===== src/rtl/irq_arb_pkg.sv =====
package irq_arb_pkg;
  typedef struct packed {
    logic ack;        // capture identifier this edge
    logic entry;      // capture provisional winner
    logic entryOpen;  // an entry is in progress
    logic clrNmi;     // drop latched non-maskable request
    logic clrSw;      // drop latched software request
  } arb_strobe_t;
endpackage


===== src/rtl/irq_arb_datapath.sv =====
module irq_arb_datapath
  import irq_arb_pkg::*;
#(
  parameter int NUM_SRC = 8,
  parameter int LVL_W = 4,
  parameter int ID_W = 4,
  parameter logic [NUM_SRC*LVL_W-1:0] SRC_LEVEL = 32'h7765_4321,
  parameter int SW_LEVEL = 2,
  parameter int SW_ID = 9,
  parameter int NMI_ID = 15
) (
  input  logic               clk,
  input  logic               rstN,
  input  logic [NUM_SRC-1:0] irqReq,
  input  logic               swReq,
  input  logic               nmiIn,
  input  logic [LVL_W-1:0]   cpuLevel,
  input  arb_strobe_t        strobes,
  output logic               winValid,
  output logic [ID_W-1:0]    winId,
  output logic [ID_W-1:0]    ackId,
  output logic               lateHit
);
  logic nmiPrev, swPrev, nmiPend, swPend;
  logic [LVL_W-1:0] bestLvl;
  logic [ID_W-1:0]  bestId, nextId, candId;
  logic             nextValid;

  always_comb begin
    bestLvl = '0;
    bestId  = '0;
    for (int i = 0; i < NUM_SRC; i++) begin
      if (irqReq[i] && SRC_LEVEL[i*LVL_W +: LVL_W] > bestLvl) begin
        bestLvl = SRC_LEVEL[i*LVL_W +: LVL_W];
        bestId  = ID_W'(i + 1);
      end
    end
    if (swPend && LVL_W'(SW_LEVEL) > bestLvl) begin
      bestLvl = LVL_W'(SW_LEVEL);
      bestId  = ID_W'(SW_ID);
    end
    nextValid = bestLvl > cpuLevel;
    nextId    = nextValid ? bestId : '0;
    if (nmiPend) begin
      nextValid = 1'b1;
      nextId    = ID_W'(NMI_ID);
    end
  end

  always_ff @(posedge clk) begin
    if (!rstN) begin
      nmiPrev  <= 1'b0;
      swPrev   <= 1'b0;
      nmiPend  <= 1'b0;
      swPend   <= 1'b0;
      winValid <= 1'b0;
      winId    <= '0;
      ackId    <= '0;
      candId   <= '0;
      lateHit  <= 1'b0;
    end else begin
      nmiPrev  <= nmiIn;
      swPrev   <= swReq;
      nmiPend  <= (nmiIn & ~nmiPrev) | (nmiPend & ~strobes.clrNmi);
      swPend   <= (swReq & ~swPrev) | (swPend & ~strobes.clrSw);
      winValid <= nextValid;
      winId    <= nextId;
      if (strobes.entry) candId <= winId;
      if (strobes.ack) begin
        ackId   <= winId;
        lateHit <= strobes.entryOpen && winValid && (winId != candId);
      end
    end
  end
endmodule


===== src/rtl/irq_arb_control.sv =====
module irq_arb_control
  import irq_arb_pkg::*;
#(
  parameter int ID_W = 4,
  parameter int SW_ID = 9,
  parameter int NMI_ID = 15
) (
  input  logic            clk,
  input  logic            rstN,
  input  logic            entryStart,
  input  logic            ackStrobe,
  input  logic            winValid,
  input  logic [ID_W-1:0] winId,
  output arb_strobe_t     strobes
);
  logic entryActive;

  always_ff @(posedge clk) begin
    if (!rstN)           entryActive <= 1'b0;
    else if (ackStrobe)  entryActive <= 1'b0;
    else if (entryStart) entryActive <= 1'b1;
  end

  always_comb begin
    strobes.ack       = ackStrobe;
    strobes.entry     = entryStart && !ackStrobe;
    strobes.entryOpen = entryActive;
    strobes.clrNmi    = ackStrobe && winValid && (winId == ID_W'(NMI_ID));
    strobes.clrSw     = ackStrobe && winValid && (winId == ID_W'(SW_ID));
  end
endmodule


===== src/rtl/irq_arbiter.sv =====
module irq_arbiter
  import irq_arb_pkg::*;
#(
  parameter int NUM_SRC = 8,
  parameter int LVL_W = 4,
  parameter int ID_W = 4,
  parameter logic [NUM_SRC*LVL_W-1:0] SRC_LEVEL = 32'h7765_4321,
  parameter int SW_LEVEL = 2
) (
  input  logic               clk,
  input  logic               rstN,
  input  logic [NUM_SRC-1:0] irqReq,
  input  logic               swReq,
  input  logic               nmiIn,
  input  logic [LVL_W-1:0]   cpuLevel,
  input  logic               entryStart,
  input  logic               ackStrobe,
  output logic               intReq,
  output logic [ID_W-1:0]    ackId,
  output logic               lateHit
);
  localparam int SW_ID  = NUM_SRC + 1;
  localparam int NMI_ID = (1 << ID_W) - 1;

  arb_strobe_t     strobes;
  logic            winValid;
  logic [ID_W-1:0] winId;

  irq_arb_control #(.ID_W(ID_W), .SW_ID(SW_ID), .NMI_ID(NMI_ID)) u_ctrl (
    .clk(clk), .rstN(rstN), .entryStart(entryStart), .ackStrobe(ackStrobe),
    .winValid(winValid), .winId(winId), .strobes(strobes)
  );

  irq_arb_datapath #(
    .NUM_SRC(NUM_SRC), .LVL_W(LVL_W), .ID_W(ID_W), .SRC_LEVEL(SRC_LEVEL),
    .SW_LEVEL(SW_LEVEL), .SW_ID(SW_ID), .NMI_ID(NMI_ID)
  ) u_dp (
    .clk(clk), .rstN(rstN), .irqReq(irqReq), .swReq(swReq), .nmiIn(nmiIn),
    .cpuLevel(cpuLevel), .strobes(strobes), .winValid(winValid),
    .winId(winId), .ackId(ackId), .lateHit(lateHit)
  );

  assign intReq = winValid;
endmodule


===== config.mk =====
export PLATFORM = sky130hd
export DESIGN_NAME = irq_arbiter
export DESIGN_NICKNAME = d
export VERILOG_FILES = /design/src/rtl/irq_arb_pkg.sv /design/src/rtl/irq_arb_datapath.sv /design/src/rtl/irq_arb_control.sv /design/src/rtl/irq_arbiter.sv
export SDC_FILE = /design/constraint.sdc
export NUM_CORES = 1
export LEC_CHECK = 0
export ABC_AREA = 0
export BUFFER_PORTS_ARGS = -buffer_cell sky130_fd_sc_hd__buf_4
export CAP_MARGIN = 10
export CELL_PAD_IN_SITES_DETAIL_PLACEMENT = 0
export CELL_PAD_IN_SITES_GLOBAL_PLACEMENT = 1
export CORE_UTILIZATION = 39
export CTS_BUF_LIST = sky130_fd_sc_hd__clkbuf_4 sky130_fd_sc_hd__clkbuf_8
export DETAILED_ROUTE_END_ITERATION = 8
export PLACE_DENSITY_LB_ADDON = 0.1
export SLEW_MARGIN = 20
export SYNTH_ARGS = -nofsm -noshare
export SYNTH_HDL_FRONTEND = slang
export SYNTH_SLANG_ARGS = --single-unit

===== constraint.sdc =====
create_clock -name clk -period 2.4 [get_ports clk]
set_clock_uncertainty 0.2 [all_clocks]
set_input_delay 0.12 -clock clk [delete_from_list [all_inputs] [get_ports clk]]
set_output_delay 0.12 -clock clk [all_outputs]
set_load 0.02 [all_outputs]

==> results of run 1 <==
## per-stage QoR
| stage | hold slack [ns] | cell area [um2] | instances | utilization | power [W] |
|---|---|---|---|---|---|
| finish | 0.0167 | 1250 | 159 | 0.613 | 0.000623 |
| global route | 0.0464 | 1250 | 159 | 0.613 | 0.000663 |
| CTS | 0.00292 | 1240 | 159 | 0.608 | 0.000628 |
| detailed placement | 0.144 | 1070 | 141 | 0.526 | 0.000455 |
| global placement | 0.140 | 1070 | 141 | 0.526 | 0.000455 |
| floorplan | 0.0473 | 885 | 94 | - | 0.000410 |
## cell usage in the layout (no fill, tap or decap), types with 4 or more instances in the layout
cell type / n
mux2i_1: 8
a21oi_1: 4
nor2_1: 5
inv_1: 4
xor2_1: 4
nand2b_1: 5
dfxtp_1: 19
nor2b_1: 8
buf_4: 23
dlygate4sd3_1: 14
## area by class of cell
type / count / share of cell area
inverter: 5 / 0.0150
clock buffer: 3 / 0.0180
clock inverter: 1 / 0.00400
tap: 27 / 0.0270
timing repair buffer: 37 / 0.250
sequential: 19 / 0.304
multi-input combinational: 67 / 0.382
## worst min path at each step
stage	slack, ns	cells past startpoint	end	from
finish	0.02	4	u_dp.winId[1]	irqReq[3]
global placement	0.14	2	u_dp.swPrev	swReq
global route	0.05	4	u_dp.winId[1]	irqReq[3]
detailed placement	0.14	2	u_dp.swPrev	swReq
floorplan	0.05	1	u_dp.nmiPrev	nmiIn
CTS	0.003	4	u_dp.winId[1]	irqReq[3]
## flip-flops by register name, indices dropped and copies added (netlist names)
signal / cells
u_dp.nmiPrev: 1
u_dp.ackId: 4
u_dp.winValid: 1
u_ctrl.entryActive: 1
u_dp.nmiPend: 1
u_dp.swPrev: 1
u_dp.winId: 4
u_dp.lateHit: 1
u_dp.swPend: 1
u_dp.candId: 4
## worst register-to-register path, stage by stage (launching register included)
cell and delay [ns]:
dfxtp_1 0.35, o31ai_1 0.20, nand2_1 0.10, ha_1 0.30, a31o_2 0.25, a21oi_2 0.13, o21ai_1 0.12, a31oi_1 0.16
## routing by layer
layer  global-route usage  wire [um]  part of all wire
met1                0.205        867              0.49
met2                0.277        836              0.47
met3               0.0556         62             0.035
met4               0.0429          0                 0
met5                    0          0                 0
## power by group through the flow
| stage | registers (W) | logic [W] | clock network [W] |
|---|---|---|---|
| global route | 0.000351 | 0.000133 | 0.000179 |
| detailed placement | 0.000355 | 0.000100 | 0 |
| floorplan | 0.000356 | 0.0000544 | 0 |
| finish | 0.000348 | 0.000120 | 0.000155 |
| CTS | 0.000348 | 0.000117 | 0.000163 |
| global placement | 0.000355 | 0.000100 | 0 |
## cell families (layout without fill, tap and decap cells)
family                     count (synthesis)  in the layout  synth area share
and+or+nand+nor                           33             33             0.211
AOI/OAI and AO/OA                         19             19             0.147
DFF                                       19             19             0.430
muxes                                      8              8            0.0905
buffers and inverters                      8             46            0.0396
xor gates and xnor gates                   4              4            0.0396
adders and majority gates                  3              3            0.0424
## timing repair
item | 4_1_cts | 5_1_grt
endpoints found under the setup margin | 0 | 3
setup buffers | 0 | 0
hold endpoints to repair | 18 | 0
hold buffers | 14 | 0
resized for setup | 0 | 2
==> results.sh, run 1 <==
export IMPL_ir_drop_mv=0.331
export IMPL_worstReg2RegStart="u_dp.swPend"
export IMPL_ys_flop_type="dfxtp_1"
export IMPL_cts_sinks=19
export IMPL_io_pins=24
export IMPL_avgSynthCellArea_um2=9.41
export IMPL_yosysMostFrequentCell="dfxtp_1"
export IMPL_ant_nets=0
export IMPL_drt_wirelength_per_cell_um=11.1
export IMPL_drive_gt1_frac=0.242
export IMPL_drc_errors=0
export IMPL_drt_wl_total_um=1770
export IMPL_critPathLaunch="irqReq[1]"
export IMPL_reg2reg_depth=7
export IMPL_cap_violations=0
export IMPL_area_growth_pct=41.4
export IMPL_drt_iter0_drc=11
export IMPL_initial_utilization=0.433
export IMPL_grt_pass1_wl_um=3120
export IMPL_fin_setup_tns_ns=0
export IMPL_switching_share=0.257
export IMPL_crit_path_end_kind="flop"
export IMPL_synth_yosys_seq_area_share=0.430
export IMPL_tightest_slew_ns=0.261
export IMPL_viasPerCell=4.85
export IMPL_ys_warn_count=0
export IMPL_final_min_clock_period_ns=2.25
export IMPL_die_h_um=49.6
export IMPL_status="completed"
export IMPL_synth_largest_area_cell="dfxtp_1"
export IMPL_crit_fanout=4
export IMPL_pwr_share_seq=0.559
export IMPL_fmax_mhz=444
export IMPL_synth_top_cell_area_share=0.430
export IMPL_clkTransAtPathRegs_ns=0.10
export IMPL_cts_max_path_buffers=2
export IMPL_fin_crit_sh=0.938
export IMPL_switchingPower_w=0.000160
export IMPL_firstDrtPassIters=4
export IMPL_grt_ovfl_total=0
export IMPL_crit_required_ns=2.43
export IMPL_num_rows=16
export IMPL_crit_path_start_kind="primary input"
export IMPL_crit_path_cell_trace="dlygate4sd3_1 > buf_4 > nand2b_1 > a221oi_2 > o31ai_1 > ha_1 > a31o_2 > a21oi_2 > o21ai_1 > a31oi_1"
export IMPL_synthesis_nets=115
export IMPL_grt_pass1_vias=762
export IMPL_htreeDepth=1
export IMPL_path_buf_inv=2
export IMPL_synthArstFlopShare=0
export IMPL_dp_slack_ns=0.288
export IMPL_fp_dieW_um=49.6
export IMPL_synth_seq_cells=19
export IMPL_crit_type="in -> reg"
export IMPL_grt_start_max_net_pins=18
export IMPL_reg2reg_to="u_dp.winId[0]"
export IMPL_power_internal_w=0.000463
export IMPL_cts_buffers=3
export IMPL_layout_setup_ws_ns=0.148
export IMPL_pwr_share_comb=0.192
export IMPL_synth_area_um2=885
export IMPL_slowest_delay_ns=0.55
export IMPL_diodes=0
export IMPL_powerDensity_mw_per_mm2=498
export IMPL_critPathTopFamily="compound AO/OA/AOI/OAI gates"
export IMPL_portBuffers=23
export IMPL_core_area_mm2=0.00204
export IMPL_synth_cells=94
export IMPL_rsz0062_at_grt="false"
export IMPL_synth_edff_count=0
export IMPL_dpl_hpwl_um=1210
export IMPL_setup_viol=0
export IMPL_r2r_slack_ns=0.52
export IMPL_endpoint="u_dp.winId[0]"
export IMPL_pwr_share_clk=0.249
export IMPL_fillerInstances=194
export IMPL_nets=154
export IMPL_num_vias=771
export IMPL_clk_latency_ns=0.29
export IMPL_ys_types=29
export IMPL_dieArea_mm2=0.00246
export IMPL_multi_input_area_um2=478
export IMPL_leakage_nw=0.580
export IMPL_synth_area_leaders="dfxtp_1 (43%), mux2i_1 (9.1%), nor2b_1 (5.7%)"
export IMPL_antenna_found_initial=0
export IMPL_seqCellArea_um2=380
export IMPL_crit_arrival_ns=2.28
export IMPL_finalHoldViolCount=0
export IMPL_grt_usage=0.167
export IMPL_crit_slowest_cell="dlygate4sd3_1"
export IMPL_crit_cells=10
export IMPL_min_path_type="in -> reg"
export IMPL_timing_slew_headroom=0.825
export IMPL_ctsRootBufferMaster="clkbuf_4"
export IMPL_cts_tree="built"
export IMPL_gp_congestion=0.807
export IMPL_drv_slew=0
export IMPL_synth_common_cells="dfxtp_1 (19), mux2i_1 (8), nor2b_1 (8)"
(Power assumes the default switching activity.)
==> inputs of run 2 (changes only) <==
- ABC_AREA: 0 -> 1
- CORE_UTILIZATION: 39 -> 38
==> run 2 against run 1 <==
  * Sequential cell count is the same
  * Cell count grew 18%
  * Sequential share of layout area grew 0.40 points
  * Register-to-register slack gained 0.17 ns
  * Via count grew 12%
  * Critical endpoint is now u_dp.winId[3]
  * Non-clock buffer count shrank 6
  * Largest cell class unchanged
  * Sequential power grew 3%
  * Combinational power grew 12%
  * Wire length grew 7.7%
  * First-iteration DRC count grew 18%
==> results.sh, run 2 <==
export IMPL_grt_pass1_vias=727
export IMPL_path_common_cell="inv_1"
export IMPL_diodes=0
export IMPL_synthArstFlopShare=0
export IMPL_fmax_mhz=586
export IMPL_layout_commonest_cell="buf_4"
export IMPL_num_vias=866
export IMPL_num_rows=17
export IMPL_htreeDepth=1
export IMPL_grt_start_max_net_pins=15
export IMPL_synthesis_nets=146
export IMPL_crit_required_ns=2.40
export IMPL_nets=181
export IMPL_timing_slew_headroom=0.825
export IMPL_crit_fanout=4
export IMPL_reg_top3="u_dp.ackId x4, u_dp.candId x4, u_dp.winId x4"
export IMPL_cts_sinks=19
export IMPL_cts_buffers=3
export IMPL_drive_gt1_frac=0.233
export IMPL_portBuffers=23
export IMPL_drt_iter0_drc=13
export IMPL_antenna_found_initial=0
export IMPL_ant_nets=0
export IMPL_fp_dieW_um=51.3
export IMPL_synth_edff_count=0
export IMPL_finalHoldViolCount=0
export IMPL_min_path_type="in -> reg"
export IMPL_r2r_slack_ns=0.69
export IMPL_final_cell_mix="buf_4 (23), nand2_1 (21), inv_1 (20)"
export IMPL_io_pins=24
export IMPL_fin_crit_sh=0.712
export IMPL_ys_warn_count=0
export IMPL_tightest_slew_ns=0.260
export IMPL_whs_ns=0.00955
export IMPL_rsz0062_at_grt="false"
export IMPL_initial_utilization=0.409
export IMPL_drt_wl_total_um=1900
export IMPL_synth_seq_cells=19
export IMPL_synth_common_cells="nand2_1 (21), inv_1 (20), dfxtp_1 (19)"
export IMPL_ys_flop_type="dfxtp_1"
export IMPL_avgSynthCellArea_um2=7.38
export IMPL_fin_setup_tns_ns=0
export IMPL_cts_max_path_buffers=2
export IMPL_core_area_mm2=0.00225
export IMPL_clk_latency_ns=0.30
export IMPL_crit_type="reg -> reg"
export IMPL_ys_types=23
export IMPL_crit_path_cell_trace="nand4_4 > o22ai_1 > ha_1 > inv_1 > a21oi_1 > o21bai_1 > nand2_1 > nand2_2 > o21ai_1 > inv_1"
export IMPL_crit_path_start_kind="flop"
export IMPL_crit_slowest_cell="dfxtp_1"
export IMPL_synth_yosys_seq_area_share=0.412
export IMPL_crit_arrival_ns=1.71
export IMPL_gp_congestion=0.846
export IMPL_grt_ovfl_total=0
export IMPL_min_from="irqReq[6]"
export IMPL_grt_usage=0.162
export IMPL_ir_drop_mv=0.537
export IMPL_viasPerCell=4.63
export IMPL_area_growth_pct=33.9
export IMPL_drt_wirelength_per_cell_um=10.2
export IMPL_status="completed"
export IMPL_ctsRootBufferMaster="clkbuf_4"
export IMPL_yosysMostFrequentCell="nand2_1"
export IMPL_die_h_um=51.3
export IMPL_min_delay_path_depth=5
export IMPL_drc_errors=0
export IMPL_firstDrtPassIters=4
export IMPL_leakage_nw=0.615
export IMPL_critPathLaunch="u_dp.swPend"
export IMPL_cts_tree="built"
export IMPL_dpl_hpwl_um=1470
export IMPL_final_min_clock_period_ns=1.71
export IMPL_synth_cells=125
export IMPL_clkTransAtPathRegs_ns=0.10
export IMPL_synth_area_um2=922
export IMPL_powerDensity_mw_per_mm2=539
export IMPL_synth_area_leaders="dfxtp_1 (41%), nand2_1 (8.5%), inv_1 (8.1%)"
export IMPL_reg2reg_depth=10
export IMPL_synth_top_cell_area_share=0.412
export IMPL_dieArea_mm2=0.00263
export IMPL_cts_resized=0
export IMPL_slowest_delay_ns=0.42
export IMPL_drv_slew=0
export IMPL_synth_largest_area_cell="dfxtp_1"
export IMPL_crit_path_end_kind="flop"
export IMPL_grt_pass1_wl_um=3020
export IMPL_cap_violations=0
export IMPL_setup_viol=0
export IMPL_worstReg2RegStart="u_dp.swPend"
[run 2: path summary, 6_finish.rpt]
check                                endpoint
worst max-delay path            u_dp.winId[3]
worst min-delay path            u_dp.winId[1]
worst max register to register  u_dp.winId[3]
worst min register to register    u_dp.swPend
[run 2: layer usage]
metal  vias up  routed length, um  GRT usage
met2        18                885      0.257
met3         2                 85     0.0625
met4         0                  9     0.0405
met1       382                922      0.206
met5         -                  0          0
li1        464                  -          -
[run 2: layout make-up]
class	count	area, um2
clock buffers	4	30.0
fillers	234	1020
inverters	22	82.6
multi-input cells	83	454
flip-flops and latches	19	380
well taps	28	35.0
repair buffers	31	253
[run 2: critical path, delay by kind of cell (launching register included)]
kind | cells | cell delay (ns)
AOI/OAI and AO/OA | 4 | 0.47
adders and majority gates | 1 | 0.17
buffers and inverters | 2 | 0.08
DFF | 1 | 0.42
and+or+nand+nor | 3 | 0.28
[run 2: repair_timing]
item                                   in CTS  in global routing
endpoints found under the hold margin      16                  0
hold buffers                                8                  0
setup buffers                               0                  0
[run 2: power by group]
part	switching [W]	internal, W
clock	0.0000969	0.0000761
combinational	0.0000665	0.0000676
sequential	0.0000206	0.000338
[run 2: stage by stage]
step	std cells	utilization	total power (W)	area, um2	setup WS (ns)
after global placement	175	0.499	0.000490	1120	0.657
after global routing	187	0.548	0.000710	1230	0.561
final	187	0.548	0.000666	1230	0.692
after CTS	187	0.548	0.000676	1230	0.674
after detailed placement	175	0.499	0.000491	1120	0.609
after floorplan	125	-	0.000437	922	0.838
[run 2: cell families after synthesis]
logic type,after synthesis,synth area share
compound gates,20,0.122
simple gates,56,0.292
flops,19,0.412
xor+xnor,4,0.0380
fa+ha+maj,3,0.0407
buf+inv,23,0.0950
==> inputs of run 3 (changes only) <==
- clock period: 2.4 -> 1.7 ns (I/O delays scaled with it)
==> run 3 against run 2 <==
  * Fmax grew 3.7%
  * Die area unchanged
  * Critical path depth is the same
  * Wire length up 1.9%
  * Cell count is 2.7% higher
  * Worst hold slack better by 0.0017 ns
  * Via count up 0.81%
  * Worst setup slack got worse by 0.64 ns
  * Cell area grew 5.8%
  * Non-clock buffer count rose by 5
  * Critical path type unchanged
==> results.sh, run 3 (synthesis results as in run 2) <==
export IMPL_status="completed"
export IMPL_grt_usage=0.160
export IMPL_critPathTopFamily="compound AO/OA/AOI/OAI gates"
export IMPL_seqCellArea_um2=382
export IMPL_area_growth_pct=41.7
export IMPL_fin_crit_sh=0.969
export IMPL_drt_iter0_drc=18
export IMPL_ir_drop_mv=0.670
export IMPL_r2r_slack_ns=0.05
export IMPL_crit_fanout=3
export IMPL_fillerInstances=231
export IMPL_diodes=0
export IMPL_powerDensity_mw_per_mm2=727
export IMPL_drc_errors=0
export IMPL_num_rows=17
export IMPL_layout_commonest_cell="buf_4"
export IMPL_drive_gt1_frac=0.274
export IMPL_dieArea_mm2=0.00263
export IMPL_crit_path_start_kind="flop"
export IMPL_grt_pass1_wl_um=3060
export IMPL_cap_violations=0
export IMPL_rsz0062_at_grt="true"
export IMPL_grt_ovfl_total=0
export IMPL_tightest_slew_ns=0.261
export IMPL_min_delay_path_depth=5
export IMPL_timing_slew_headroom=0.825
export IMPL_drv_slew=0
export IMPL_setup_viol=0
export IMPL_min_from="irqReq[6]"
export IMPL_die_h_um=51.3
export IMPL_crit_path_cell_trace="nand4_4 > o22ai_2 > ha_1 > inv_1 > a21oi_2 > o21bai_1 > nand2_1 > nand2_2 > o21ai_1 > inv_1"
export IMPL_dpl_cell_count=178
export IMPL_gp_congestion=0.782
export IMPL_portBuffers=23
export IMPL_worstHoldEndpoint="u_dp.winId[1]"
export IMPL_drt_wirelength_per_cell_um=10.1
export IMPL_ctsRootBufferMaster="clkbuf_4"
export IMPL_dpl_hpwl_um=1510
export IMPL_grt_pass1_vias=737
export IMPL_cts_setup_buffers=0
export IMPL_reg2reg_depth=10
export IMPL_cts_max_path_buffers=2
export IMPL_ant_nets=0
export IMPL_htreeDepth=1
export IMPL_cts_tree="built"
export IMPL_nets=186
export IMPL_whs_ns=0.0113
export IMPL_viasPerCell=4.55
export IMPL_critPathLaunch="u_dp.swPend"
export IMPL_path_common_cell="inv_1"
export IMPL_crit_required_ns=1.70
export IMPL_io_pins=24
export IMPL_core_area_mm2=0.00225
export IMPL_drt_wl_total_um=1940
export IMPL_clkTransAtPathRegs_ns=0.10
export IMPL_path_buf_inv=2
export IMPL_fp_dieW_um=51.3
export IMPL_finalHoldViolCount=0
export IMPL_firstDrtPassIters=4
export IMPL_leakage_nw=0.640
export IMPL_crit_arrival_ns=1.64
export IMPL_initial_utilization=0.409
export IMPL_reg2reg_to="u_dp.winId[3]"
export IMPL_reg_top3="u_dp.ackId x4, u_dp.candId x4, u_dp.winId x4"
export IMPL_crit_slowest_cell="dfxtp_2"
export IMPL_antenna_found_initial=0
export IMPL_clk_latency_ns=0.29
export IMPL_min_path_type="in -> reg"
export IMPL_cts_buffers=3
export IMPL_grt_start_max_net_pins=15
export IMPL_fmax_mhz=607
export IMPL_final_cell_mix="buf_4 (26), nand2_1 (21), inv_1 (20)"
export IMPL_cts_sinks=19
export IMPL_num_vias=873
export IMPL_final_min_clock_period_ns=1.65
export IMPL_worstReg2RegStart="u_dp.swPend"
export IMPL_slowest_delay_ns=0.38
export IMPL_final_cells=192
export IMPL_crit_type="reg -> reg"
export IMPL_multi_input_area_um2=482
export IMPL_crit_path_end_kind="flop"
run 3: worst max path at each step:
stage                    end  slack [ns]  cells past startpoint
6_report       u_dp.winId[3]        0.05                     10
5_1_grt        u_dp.winId[3]       -0.05                     10
4_1_cts        u_dp.winId[1]        0.02                      9
3_5_place_dp   u_dp.winId[1]       -0.04                     12
3_3_place_gp   u_dp.winId[1]        0.02                     12
2_1_floorplan  u_dp.winId[1]        0.14                      9
run 3: final cells by class:
class	instances	area share
clock buffers	4	0.0230
inverters	22	0.0632
multi-input cells	83	0.369
flip-flops and latches	19	0.292
well taps	28	0.0268
repair buffers	36	0.226
run 3: per-stage QoR:
stage	power (W)	setup slack (ns)	TNS (ns)	util	instance area (um2)
2_1_floorplan	0.000617	0.138	0	-	922
3_3_place_gp	0.000695	0.0173	0	0.509	1150
4_1_cts	0.000955	0.0213	0	0.567	1280
6_report	0.000950	0.0525	0	0.579	1310
3_5_place_dp	0.000698	-0.0448	-0.109	0.509	1150
5_1_grt	0.00101	-0.0466	-0.0802	0.579	1310
run 3: repair_timing:
action,CTS,global route
resized for setup,1,4
pin swaps,0,4
endpoints found under the setup margin,3,3
endpoints found under the hold margin,17,0
hold buffers,10,0
run 3: worst register-to-register path, cell delays in order (launching register included):
cell	delay, ns
dfxtp_2	0.38
nand4_4	0.12
o22ai_2	0.15
ha_1	0.15
inv_1	0.04
a21oi_2	0.12
o21bai_1	0.11
nand2_1	0.09
nand2_2	0.06
o21ai_1	0.07
inv_1	0.04
run 3: report_power, final:
part	switching, W	total, W	leakage [nW]	internal [W]
sequential	0.0000280	0.000506	0.157	0.000478
combinational	0.0000990	0.000204	0.464	0.000105
clock	0.000131	0.000239	0.0184	0.000107
run 3: per-layer routing:
layer | vias to the layer above | share of wire | routed length [um] | GRT usage
met5 | - | 0 | 0 | 0
met4 | 0 | 0.0077 | 15 | 0.0270
met3 | 2 | 0.043 | 84 | 0.0625
met2 | 20 | 0.47 | 904 | 0.257
met1 | 375 | 0.48 | 934 | 0.204
li1 | 476 | - | - | -
